### src/rtl/dstat_pkg.sv
// Shared widths and status-word bit positions for the display status block.
// Assumes a frame of at most 512 lines (9-bit line number).
package dstat_pkg;
    localparam int LINE_W   = 9;
    localparam int STAT_W   = 16;
    localparam int FLAG_W   = 3;

    localparam int B_VBLANK   = 0;
    localparam int B_HBLANK   = 1;
    localparam int B_MATCH    = 2;
    localparam int B_VB_IE    = 3;
    localparam int B_HB_IE    = 4;
    localparam int B_MT_IE    = 5;
    localparam int MATCH_LSB  = 7;
    localparam int MATCH_MSB  = MATCH_LSB + LINE_W - 1;
endpackage

### src/rtl/dstat_dotcnt.sv
// Dot-column counter. Counts tick-qualified cycles across one line and flags
// the tick that enters horizontal blank and the tick that starts a new line.
// Assumes 0 < HBLANK_COL < LINE_TICKS.
module dstat_dotcnt #(
    parameter int LINE_TICKS = 355,
    parameter int HBLANK_COL = 256
) (
    input  logic clk,
    input  logic rst_n,
    input  logic tick,
    output logic line_start_ev,
    output logic hblank_ev
);
    localparam int COL_W = $clog2(LINE_TICKS);
    localparam logic [COL_W-1:0] LAST_COL = COL_W'(LINE_TICKS - 1);
    localparam logic [COL_W-1:0] PRE_HB   = COL_W'(HBLANK_COL - 1);

    logic [COL_W-1:0] col_q;

    // Advance the column on each tick, wrapping at the end of the line.
    always_ff @(posedge clk) begin
        if (!rst_n) begin
            col_q <= '0;
        end else if (tick) begin
            col_q <= (col_q == LAST_COL) ? '0 : col_q + COL_W'(1);
        end
    end

    assign line_start_ev = tick && (col_q == LAST_COL);
    assign hblank_ev     = tick && (col_q == PRE_HB);


    col_hold_chk: assert property (@(posedge clk) disable iff (!rst_n)
        !tick |=> $stable(col_q));


    ev_exclusive_chk: assert property (@(posedge clk) disable iff (!rst_n)
        line_start_ev |-> !hblank_ev);
endmodule

### src/rtl/dstat_linecnt.sv
// Line counter and vertical blank flag. Advances on each line start, wraps
// at the frame end, and reports entry into vertical blank.
// Assumes VISIBLE_LINES < TOTAL_LINES - 1 and TOTAL_LINES <= 512.
module dstat_linecnt
    import dstat_pkg::*;
#(
    parameter int VISIBLE_LINES = 192,
    parameter int TOTAL_LINES   = 263
) (
    input  logic              clk,
    input  logic              rst_n,
    input  logic              line_start_ev,
    output logic [LINE_W-1:0] line_q,
    output logic [LINE_W-1:0] next_line,
    output logic              vblank_q,
    output logic              vblank_enter
);
    localparam logic [LINE_W-1:0] LAST_LINE = LINE_W'(TOTAL_LINES - 1);
    localparam logic [LINE_W-1:0] VIS_L     = LINE_W'(VISIBLE_LINES);

    assign next_line    = (line_q == LAST_LINE) ? '0 : line_q + LINE_W'(1);
    assign vblank_enter = line_start_ev && (next_line == VIS_L);

    // Step the line number and the vertical blank flag at each line start.
    always_ff @(posedge clk) begin
        if (!rst_n) begin
            line_q   <= '0;
            vblank_q <= 1'b0;
        end else if (line_start_ev) begin
            line_q <= next_line;
            if (next_line == VIS_L) begin
                vblank_q <= 1'b1;
            end else if (next_line == LAST_LINE) begin
                vblank_q <= 1'b0;
            end
        end
    end


    line_wrap_chk: assert property (@(posedge clk) disable iff (!rst_n)
        (line_start_ev && line_q == LAST_LINE) |=> (line_q == '0));


    line_range_chk: assert property (@(posedge clk) disable iff (!rst_n)
        line_q <= LAST_LINE);


    vblank_clear_chk: assert property (@(posedge clk) disable iff (!rst_n)
        $fell(vblank_q) |-> (line_q == LAST_LINE));
endmodule

### src/rtl/dstat_status.sv
// Status word, hblank and match flags, and the interrupt and DMA pulse
// registers. Software owns bits 15:3; timing owns bits 2:0. Pulse decisions
// use the settings held before a same-cycle write.
// Assumes line_start_ev and hblank_ev never coincide.
module dstat_status
    import dstat_pkg::*;
#(
    parameter int VISIBLE_LINES = 192
) (
    input  logic              clk,
    input  logic              rst_n,
    input  logic              line_start_ev,
    input  logic              hblank_ev,
    input  logic [LINE_W-1:0] line_q,
    input  logic [LINE_W-1:0] next_line,
    input  logic              vblank_q,
    input  logic              vblank_enter,
    input  logic              wr_en,
    input  logic [STAT_W-1:0] wr_data,
    output logic [STAT_W-1:0] status,
    output logic              irq_vblank,
    output logic              irq_hblank,
    output logic              irq_match,
    output logic              dma_vblank,
    output logic              dma_hblank
);
    localparam logic [LINE_W-1:0] VIS_L = LINE_W'(VISIBLE_LINES);

    logic [STAT_W-1:FLAG_W] ctrl_q;
    logic                   hblank_q;
    logic                   match_q;
    logic [LINE_W-1:0]      match_val;
    logic                   hit;
    logic                   unused_low;

    assign match_val  = ctrl_q[MATCH_MSB:MATCH_LSB];
    assign hit        = (next_line == match_val);
    assign unused_low = ^wr_data[FLAG_W-1:0];
    assign status     = {ctrl_q, match_q, hblank_q, vblank_q};

    // Software-owned control bits, replaced whole by a write.
    always_ff @(posedge clk) begin
        if (!rst_n) begin
            ctrl_q <= '0;
        end else if (wr_en) begin
            ctrl_q <= wr_data[STAT_W-1:FLAG_W];
        end
    end

    // Horizontal blank and match flags, driven only by timing events.
    always_ff @(posedge clk) begin
        if (!rst_n) begin
            hblank_q <= 1'b0;
            match_q  <= 1'b0;
        end else if (line_start_ev) begin
            hblank_q <= 1'b0;
            match_q  <= hit;
        end else if (hblank_ev) begin
            hblank_q <= 1'b1;
        end
    end

    // One-cycle interrupt and DMA pulses from the pre-write settings.
    always_ff @(posedge clk) begin
        if (!rst_n) begin
            irq_vblank <= 1'b0;
            irq_hblank <= 1'b0;
            irq_match  <= 1'b0;
            dma_vblank <= 1'b0;
            dma_hblank <= 1'b0;
        end else begin
            irq_vblank <= vblank_enter && ctrl_q[B_VB_IE];
            irq_hblank <= hblank_ev && ctrl_q[B_HB_IE];
            irq_match  <= line_start_ev && hit && ctrl_q[B_MT_IE];
            dma_vblank <= vblank_enter;
            dma_hblank <= hblank_ev && (line_q < VIS_L);
        end
    end


    status_wr_chk: assert property (@(posedge clk) disable iff (!rst_n)
        wr_en |=> (status[STAT_W-1:FLAG_W] == $past(wr_data[STAT_W-1:FLAG_W])));


    flag_keep_chk: assert property (@(posedge clk) disable iff (!rst_n)
        (wr_en && !line_start_ev && !hblank_ev) |=>
            (status[FLAG_W-1:0] == $past(status[FLAG_W-1:0])));


    match_irq_chk: assert property (@(posedge clk) disable iff (!rst_n)
        irq_match |-> status[B_MATCH]);


    hdma_visible_chk: assert property (@(posedge clk) disable iff (!rst_n)
        dma_hblank |-> (line_q < VIS_L));


    vdma_entry_chk: assert property (@(posedge clk) disable iff (!rst_n)
        dma_vblank |-> (vblank_q && line_q == VIS_L));


    hirq_flag_chk: assert property (@(posedge clk) disable iff (!rst_n)
        irq_hblank |-> status[B_HBLANK]);


    pulse_width_chk: assert property (@(posedge clk) disable iff (!rst_n)
        (irq_hblank || irq_vblank || irq_match) |=>
            !(irq_hblank && $past(irq_hblank)) && !(irq_vblank && $past(irq_vblank))
            && !(irq_match && $past(irq_match)));
endmodule

### src/rtl/dstat_timing.sv
// Top of the display status block: dot-column counter, line counter and
// status/pulse logic. One instance serves one processor view.
// Assumes 0 < HBLANK_COL < LINE_TICKS and VISIBLE_LINES < TOTAL_LINES-1 <= 511.
module dstat_timing
    import dstat_pkg::*;
#(
    parameter int LINE_TICKS    = 355,
    parameter int HBLANK_COL    = 256,
    parameter int VISIBLE_LINES = 192,
    parameter int TOTAL_LINES   = 263
) (
    input  logic              clk,
    input  logic              rst_n,
    input  logic              tick,
    input  logic              st_wr_en,
    input  logic [STAT_W-1:0] st_wr_data,
    output logic [LINE_W-1:0] line_count,
    output logic [STAT_W-1:0] status,
    output logic              irq_vblank,
    output logic              irq_hblank,
    output logic              irq_match,
    output logic              dma_vblank,
    output logic              dma_hblank
);
    logic              line_start_ev;
    logic              hblank_ev;
    logic [LINE_W-1:0] next_line;
    logic              vblank_q;
    logic              vblank_enter;

    dstat_dotcnt #(
        .LINE_TICKS (LINE_TICKS),
        .HBLANK_COL (HBLANK_COL)
    ) u_dot (
        .clk           (clk),
        .rst_n         (rst_n),
        .tick          (tick),
        .line_start_ev (line_start_ev),
        .hblank_ev     (hblank_ev)
    );

    dstat_linecnt #(
        .VISIBLE_LINES (VISIBLE_LINES),
        .TOTAL_LINES   (TOTAL_LINES)
    ) u_line (
        .clk           (clk),
        .rst_n         (rst_n),
        .line_start_ev (line_start_ev),
        .line_q        (line_count),
        .next_line     (next_line),
        .vblank_q      (vblank_q),
        .vblank_enter  (vblank_enter)
    );

    dstat_status #(
        .VISIBLE_LINES (VISIBLE_LINES)
    ) u_stat (
        .clk           (clk),
        .rst_n         (rst_n),
        .line_start_ev (line_start_ev),
        .hblank_ev     (hblank_ev),
        .line_q        (line_count),
        .next_line     (next_line),
        .vblank_q      (vblank_q),
        .vblank_enter  (vblank_enter),
        .wr_en         (st_wr_en),
        .wr_data       (st_wr_data),
        .status        (status),
        .irq_vblank    (irq_vblank),
        .irq_hblank    (irq_hblank),
        .irq_match     (irq_match),
        .dma_vblank    (dma_vblank),
        .dma_hblank    (dma_hblank)
    );


    line_hold_chk: assert property (@(posedge clk) disable iff (!rst_n)
        !tick |=> $stable(line_count));
endmodule

### config.mk
export PLATFORM = sky130hd
export DESIGN_NAME = dstat_timing
export DESIGN_NICKNAME = d
export VERILOG_FILES = /design/src/rtl/dstat_pkg.sv /design/src/rtl/dstat_dotcnt.sv /design/src/rtl/dstat_linecnt.sv /design/src/rtl/dstat_status.sv /design/src/rtl/dstat_timing.sv
export SDC_FILE = /design/constraint.sdc
export NUM_CORES = 1
export LEC_CHECK = 0
export BUFFER_PORTS_ARGS = -buffer_cell sky130_fd_sc_hd__buf_2
export CORE_AREA = 2 2 96 98
export DETAILED_ROUTE_END_ITERATION = 10
export DIE_AREA = 0 0 98 100
export PLACE_DENSITY = 0.43
export SYNTH_ARGS = -nofsm -noshare
export SYNTH_HDL_FRONTEND = slang
export SYNTH_SLANG_ARGS = --single-unit
### constraint.sdc
create_clock -name clk -period 2.71 [get_ports clk]
set_input_delay 0.271 -clock clk [delete_from_list [all_inputs] [get_ports clk]]
set_output_delay 0.271 -clock clk [all_outputs]
set_load 0.02 [all_outputs]
* Word level (Yosys, flattened, before mapping) *
Cells that the tools add are included.

operators by class
  multiply operators = 0
  eq/ne operators = 6
  multiplexer cells = 4
  div/mod/pow operators = 0
  bitwise gates (word level) = 1
  add/subtract/negate cells = 2
  order comparisons = 1
  shift operators = 0
  reductions and logical operators = 11

operators by type and width
  cell                 number
  $eq 9x9->1 const B   3
  $add 9x1->9 const B  2
  $eq 9x8->1 const B   2
  $mux 9               2
  $eq 9x9->1           1
  $lt 9x8->1 const B   1
  $logic_and 1x1->1    8
  $mux 1               2
  $reduce_and 2->1     1
  $reduce_bool 2->1    1
  $reduce_or 2->1      1
  $not 1->1            1

word-level totals
  memory bits (writable) = 0
  ROM bits = 0
  memories = 0
  flip-flop bits (word level) = 39
  input bits = 20
  latch bits = 0

* Logic depth before layout (Yosys ltp) *
  word-level depth = 5
  depth in mapped cells = 10

* Hierarchy *
Synthesis repeated with hierarchy kept, for this count alone.

unflattened totals
  cell total of the unflattened synthesis = 216
  area, all modules = 2,013.2 um^2

modules (own cells, without submodules)
  module         area an instance (um^2)  sequential area each (um^2)  instances  cells an instance
  dstat_status   827.0                    400.4                        1          77
  dstat_linecnt  721.9                    200.2                        1          88
  dstat_dotcnt   464.2                    180.2                        1          51

* Least setup slack after synthesis *
No wires, ideal clock.

  path type = reg-to-reg
  from = register u_line.line_q[1]
  to = register u_stat.irq_match
  slack = 0.375 ns
  setup time = 0.059 ns
  cell stages (with the launch flop) = 10
  arrival time = 2.275 ns
  required time = 2.651 ns
  cells stage by stage = dfxtp_1 -> ha_1 -> buf_4 -> nand3_2 -> buf_4 -> or3_1 -> a21o_1 -> a221o_1 -> nor4_2 -> and2_1

on the way
  cells in the longest elaborated chain, start to end = 5

RTL lines
  item                                       line                 source
  start: declaration                         dstat_linecnt.sv:13  output logic [LINE_W-1:0] line_q,
  start signal: assignment                   dstat_linecnt.sv:30  line_q <= next_line;
  $add 9x1->9 or $eq 9x9->1 (tied branches)  dstat_linecnt.sv:21  assign next_line = (line_q == LAST_LINE) ? '0 : line_q + LINE_W'(1);
  $mux 9 *                                   dstat_linecnt.sv:21
  $eq 9x9->1 *                               dstat_status.sv:37   assign hit = (next_line == match_val);
  $logic_and 1x1->1 * (2 in series)          dstat_status.sv:74   irq_match <= line_start_ev && hit && ctrl_q[B_MT_IE];
  end signal: assignment                     dstat_status.sv:74
  end: declaration                           dstat_status.sv:23   output logic irq_match,

Mark *: on every way between the ends. The rest lies on a longest branch, timed or not.
A chain may end at the register's enable or synchronous reset.

* Worst setup path after layout *
  from = register u_line.line_q[3]
  to = register u_stat.irq_match

The elaborated chain is that of the path after synthesis.

==> PnR_summary.wiki <==
{| class="wikitable"
! Metric !! Value
|-
| Run status || complete, no violations
|-
| Via count of the first global-routing pass || approximately 1700
|-
| Number of nets in the final layout || approximately 320
|-
| Area of the core || ~9000 sq um
|-
| Cell types with the largest area share after synthesis || sky130_fd_sc_hd__dfxtp_1 (37%), sky130_fd_sc_hd__mux2i_1 (6.6%), sky130_fd_sc_hd__nor2b_1 (5.6%), sky130_fd_sc_hd__xnor2_1 (3.7%), sky130_fd_sc_hd__ha_1 (2.9%)
|-
| Final Hold Fails || 0
|-
| Type of element capturing the critical path || register
|-
| Total number of vias || ~1800
|-
| Actual transition at the worst max-transition pin || ~0.57 ns
|-
| Initial antenna violation count || 0
|-
| Sum of negative setup slack || 0 ns
|-
| Pwr Density || ~490 nW/um^2
|-
| Number of H-tree branching levels || 2
|-
| Proportion of synthesized area in mux cells || under 10%
|-
| Worst voltage drop across the vdd grid || approximately 230 uV
|-
| Starting DRC count in detailed routing || 70
|-
| Number of I/O pins || 50
|-
| Area leader, netlist || sky130_fd_sc_hd__dfxtp_1
|-
| Via density || about 4.5
|-
| Number of inserted filler cells in the final layout || between 900 and 1000
|-
| Routability congestion estimate || ~0.81
|-
| Number of iterations in the first detailed-routing pass || 5
|-
| Die Y-Extent || around 100 um
|-
| Number of sinks handled by clock tree synthesis || 39
|-
| Class of the tightest hold or removal check || in -> reg
|-
| Area fraction in compound gates after synthesis || between 10 and 15%
|-
| Total CTS buffers || 5
|-
| Max Transition Viols Final || 0
|-
| Data arrival at the endpoint of the critical path || roughly 2.5 ns
|-
| Max clock buf depth || 2
|-
| Clock transition at path regs || ~0.080 ns
|-
| Number of antenna diodes || 0
|-
| Horiz. Die Dim || ~98 um
|-
| Synth unique cells || 47
|-
| Relative area change from synthesis to final layout || 22.6%
|-
| Wire length of the first global-routing pass || 8.87 mm
|-
| Post-DP HPWL || 3.94 mm
|-
| Mapped Nets || between 200 and 300
|-
| Setup-failing EPs final || 0
|-
| Simple-gate share of the synthesized area || around 28%
|-
| Sequential cell area fraction in the yosys report || a little over a third
|-
| Largest driver fanout on the critical path || 8
|-
| Layout cell share with drive strength beyond 1 || about a quarter
|-
| Starting density of the core || between 20% and 30%
|-
| Static leakage || roughly 1.1 nW
|-
| Setup repair after global routing missed its margin || false
|-
| Clock tree root driver cell || sky130_fd_sc_hd__clkbuf_8
|-
| Post-synthesis adder-cell area fraction || under 10%
|-
| Clk_lat worst skew || approximately 0.30 ns
|-
| Largest family of logic cells by synthesized area || simple AND/OR/NAND/NOR gates
|-
| Post-synth design cell area || roughly 2100 sq um
|-
| Total congestion overflow after global routing || 0
|-
| Final critical path time including I/O delays and setup || 2.21 ns
|-
| Yosys synthesis warning count || 0
|-
| Worst Path Required || between 2 and 3 ns
|-
| Count of nets left with antenna violations after detail routing || 0
|-
| Number of resized instances in the post-cts repair step || 0
|-
| TritonCTS clock tree || built
|-
| Max Cap Viol || 0
|-
| Total global-route track usage || a little under an eighth
|-
| Share of the synthesized area in the top cell type || between 30% and 40%
|-
| Row count || 35
|-
| EDFF count, synth || 0
|-
| Setup CP Type || reg -> reg
|-
| Cell count after placement || a little under 400
|-
| Post-synthesis instance total || 248
|-
| Share of synthesized registers carrying an async set or reset || 0%
|-
| Setup repair bufs after CTS || 0
|-
| Final period utilization || between 80% and 90%
|-
| Number of buffers inserted by hold repair at cts || 0
|-
| Slew headroom || between 60% and 70%
|-
| DIE AREA || around 10000 sq um
|-
| Launching element type of the critical path || register
|-
| Achievable clock frequency || ~0.45 GHz
|-
| Worst Clk Skew || 0.00761 ns
|-
| Mean post-synth cell area || 8.59 sq um
|-
| Number of flip-flops and latches in the synthesized netlist || 39
|-
| Port Buffer Count || 46
|-
| Number of standard cells in the layout, taps in and fillers out || approximately 400
|-
| Leading register cell type out of synthesis || sky130_fd_sc_hd__dfxtp_1
|-
| Wire per inst || between 10 and 15 um
|-
| # DRC || 0
|-
| Final wirelength || 5.36 mm
|-
| Largest net degree at the start of global routing || 28
|-
| Most frequently used cell type in the post-synthesis netlist || sky130_fd_sc_hd__dfxtp_1
|-
| Leading cell types by count after synthesis || sky130_fd_sc_hd__dfxtp_1 (39), sky130_fd_sc_hd__nor2b_1 (19), sky130_fd_sc_hd__nand2_1 (16), sky130_fd_sc_hd__nor2_1 (16), sky130_fd_sc_hd__mux2i_1 (14)
|-
| XOR/XNOR Fraction of Synth Area || about 7.3%
|-
| Register-to-register setup slack || around 0.50 ns
|}
[cell usage in the layout, fill, tap and decap left out, types with 4 or more instances in the layout]
master,Yosys,final
sky130_fd_sc_hd__a21boi_1,5,5
sky130_fd_sc_hd__a21oi_1,12,12
sky130_fd_sc_hd__a31oi_1,5,5
sky130_fd_sc_hd__and2_1,6,6
sky130_fd_sc_hd__and3_1,5,5
sky130_fd_sc_hd__buf_2,2,46
sky130_fd_sc_hd__buf_4,5,11
sky130_fd_sc_hd__clkbuf_8,0,5
sky130_fd_sc_hd__dfxtp_1,39,39
sky130_fd_sc_hd__ha_1,5,5
sky130_fd_sc_hd__inv_1,7,7
sky130_fd_sc_hd__mux2i_1,14,14
sky130_fd_sc_hd__nand2_1,16,16
sky130_fd_sc_hd__nand3_1,5,5
sky130_fd_sc_hd__nand4_1,7,7
sky130_fd_sc_hd__nor2_1,16,16
sky130_fd_sc_hd__nor2b_1,19,19
sky130_fd_sc_hd__nor3_1,5,5
sky130_fd_sc_hd__o21ai_0,4,4
sky130_fd_sc_hd__o21ai_1,5,5
sky130_fd_sc_hd__or3_1,4,4
sky130_fd_sc_hd__xnor2_1,9,9
sky130_fd_sc_hd__xor2_1,6,6
[worst max-delay path, stage by stage, from the launching register on]
cell and delay, ns:
sky130_fd_sc_hd__dfxtp_1 0.51, sky130_fd_sc_hd__nand3_2 0.21, sky130_fd_sc_hd__or3_1 0.41, sky130_fd_sc_hd__a21o_1 0.19, sky130_fd_sc_hd__a221o_1 0.35, sky130_fd_sc_hd__nor4_2 0.31
sky130_fd_sc_hd__and2_1 0.17
[state kept, by name (all words and copies together) (netlist names)]
| signal | flops |
|---|---|
| u_stat.dma_vblank | 1 |
| u_stat.irq_vblank | 1 |
| u_line.vblank_q | 1 |
| u_stat.ctrl_q | 13 |
| u_stat.dma_hblank | 1 |
| u_stat.irq_match | 1 |
| u_stat.match_q | 1 |
| u_stat.irq_hblank | 1 |
| u_dot.col_q | 9 |
| u_stat.hblank_q | 1 |
| u_line.line_q | 9 |
[power breakdown]
part | switching, mW | internal (mW) | leakage [nW] | total, mW
Sequential | 0.0166 | 0.588 | 0.317 | 0.605
Clock | 0.214 | 0.368 | 0.0654 | 0.582
Combinational | 0.0541 | 0.0463 | 0.699 | 0.100
[cell families (layout without fill, tap and decap cells)]
kind of cell | after synthesis | count (layout)
AO/OA/AOI/OAI | 43 | 43
XOR/XNOR | 16 | 16
flip-flops | 39 | 39
adder cells (fa/ha/maj) | 5 | 5
multiplexers | 14 | 14
buffers and inverters | 29 | 72
AND/OR/NAND/NOR | 102 | 102
[routing by layer]
metal	wire length [um]	vias to the layer above	GRT usage [%]
li1	-	949	-
met1	2560	841	14.5
met2	2570	24	19.3
met3	167	7	2.58
met4	63	0	3.21
met5	0	-	0
[metrics by stage]
stage	power, mW	utilization (%)	hold slack [ns]	area [sq um]	worst slack (ns)
finish	1.29	29.4	0.224	2610	0.502
global placement	0.721	27.9	0.435	2480	0.479
detailed placement	0.722	27.9	0.445	2480	0.489
global route	1.35	29.4	0.227	2610	0.321
CTS	1.31	29.4	0.217	2610	0.464
floorplan	0.683	-	0.438	2130	0.375
[final timing paths]
check,end,cells past startpoint,startpoint
worst min-delay path,u_stat.ctrl_q[10]$_SDFFE_PN0P_,3,st_wr_data[10]
worst max register to register,u_stat.irq_match$_SDFF_PN0_,6,u_line.line_q[3]$_SDFFE_PN0P_
worst min register to register,u_stat.irq_hblank$_SDFF_PN0_,2,u_stat.ctrl_q[4]$_SDFFE_PN0P_
worst max-delay path,u_stat.irq_match$_SDFF_PN0_,6,u_line.line_q[3]$_SDFFE_PN0P_
[area by class of cell]
cell class | instances | area, sq um | area share [%]
Timing Repair Buffer | 57 | 313 | 12.0
Sequential cell | 39 | 781 | 29.9
Multi-Input combinational cell | 180 | 1220 | 46.7
Inverter | 7 | 26.3 | 1.01
Tap cell | 111 | 139 | 5.32
Clock buffer | 6 | 72.6 | 2.78
Clock inverter | 2 | 60.1 | 2.30
Note: power is estimated with default switching activity, not from simulation.
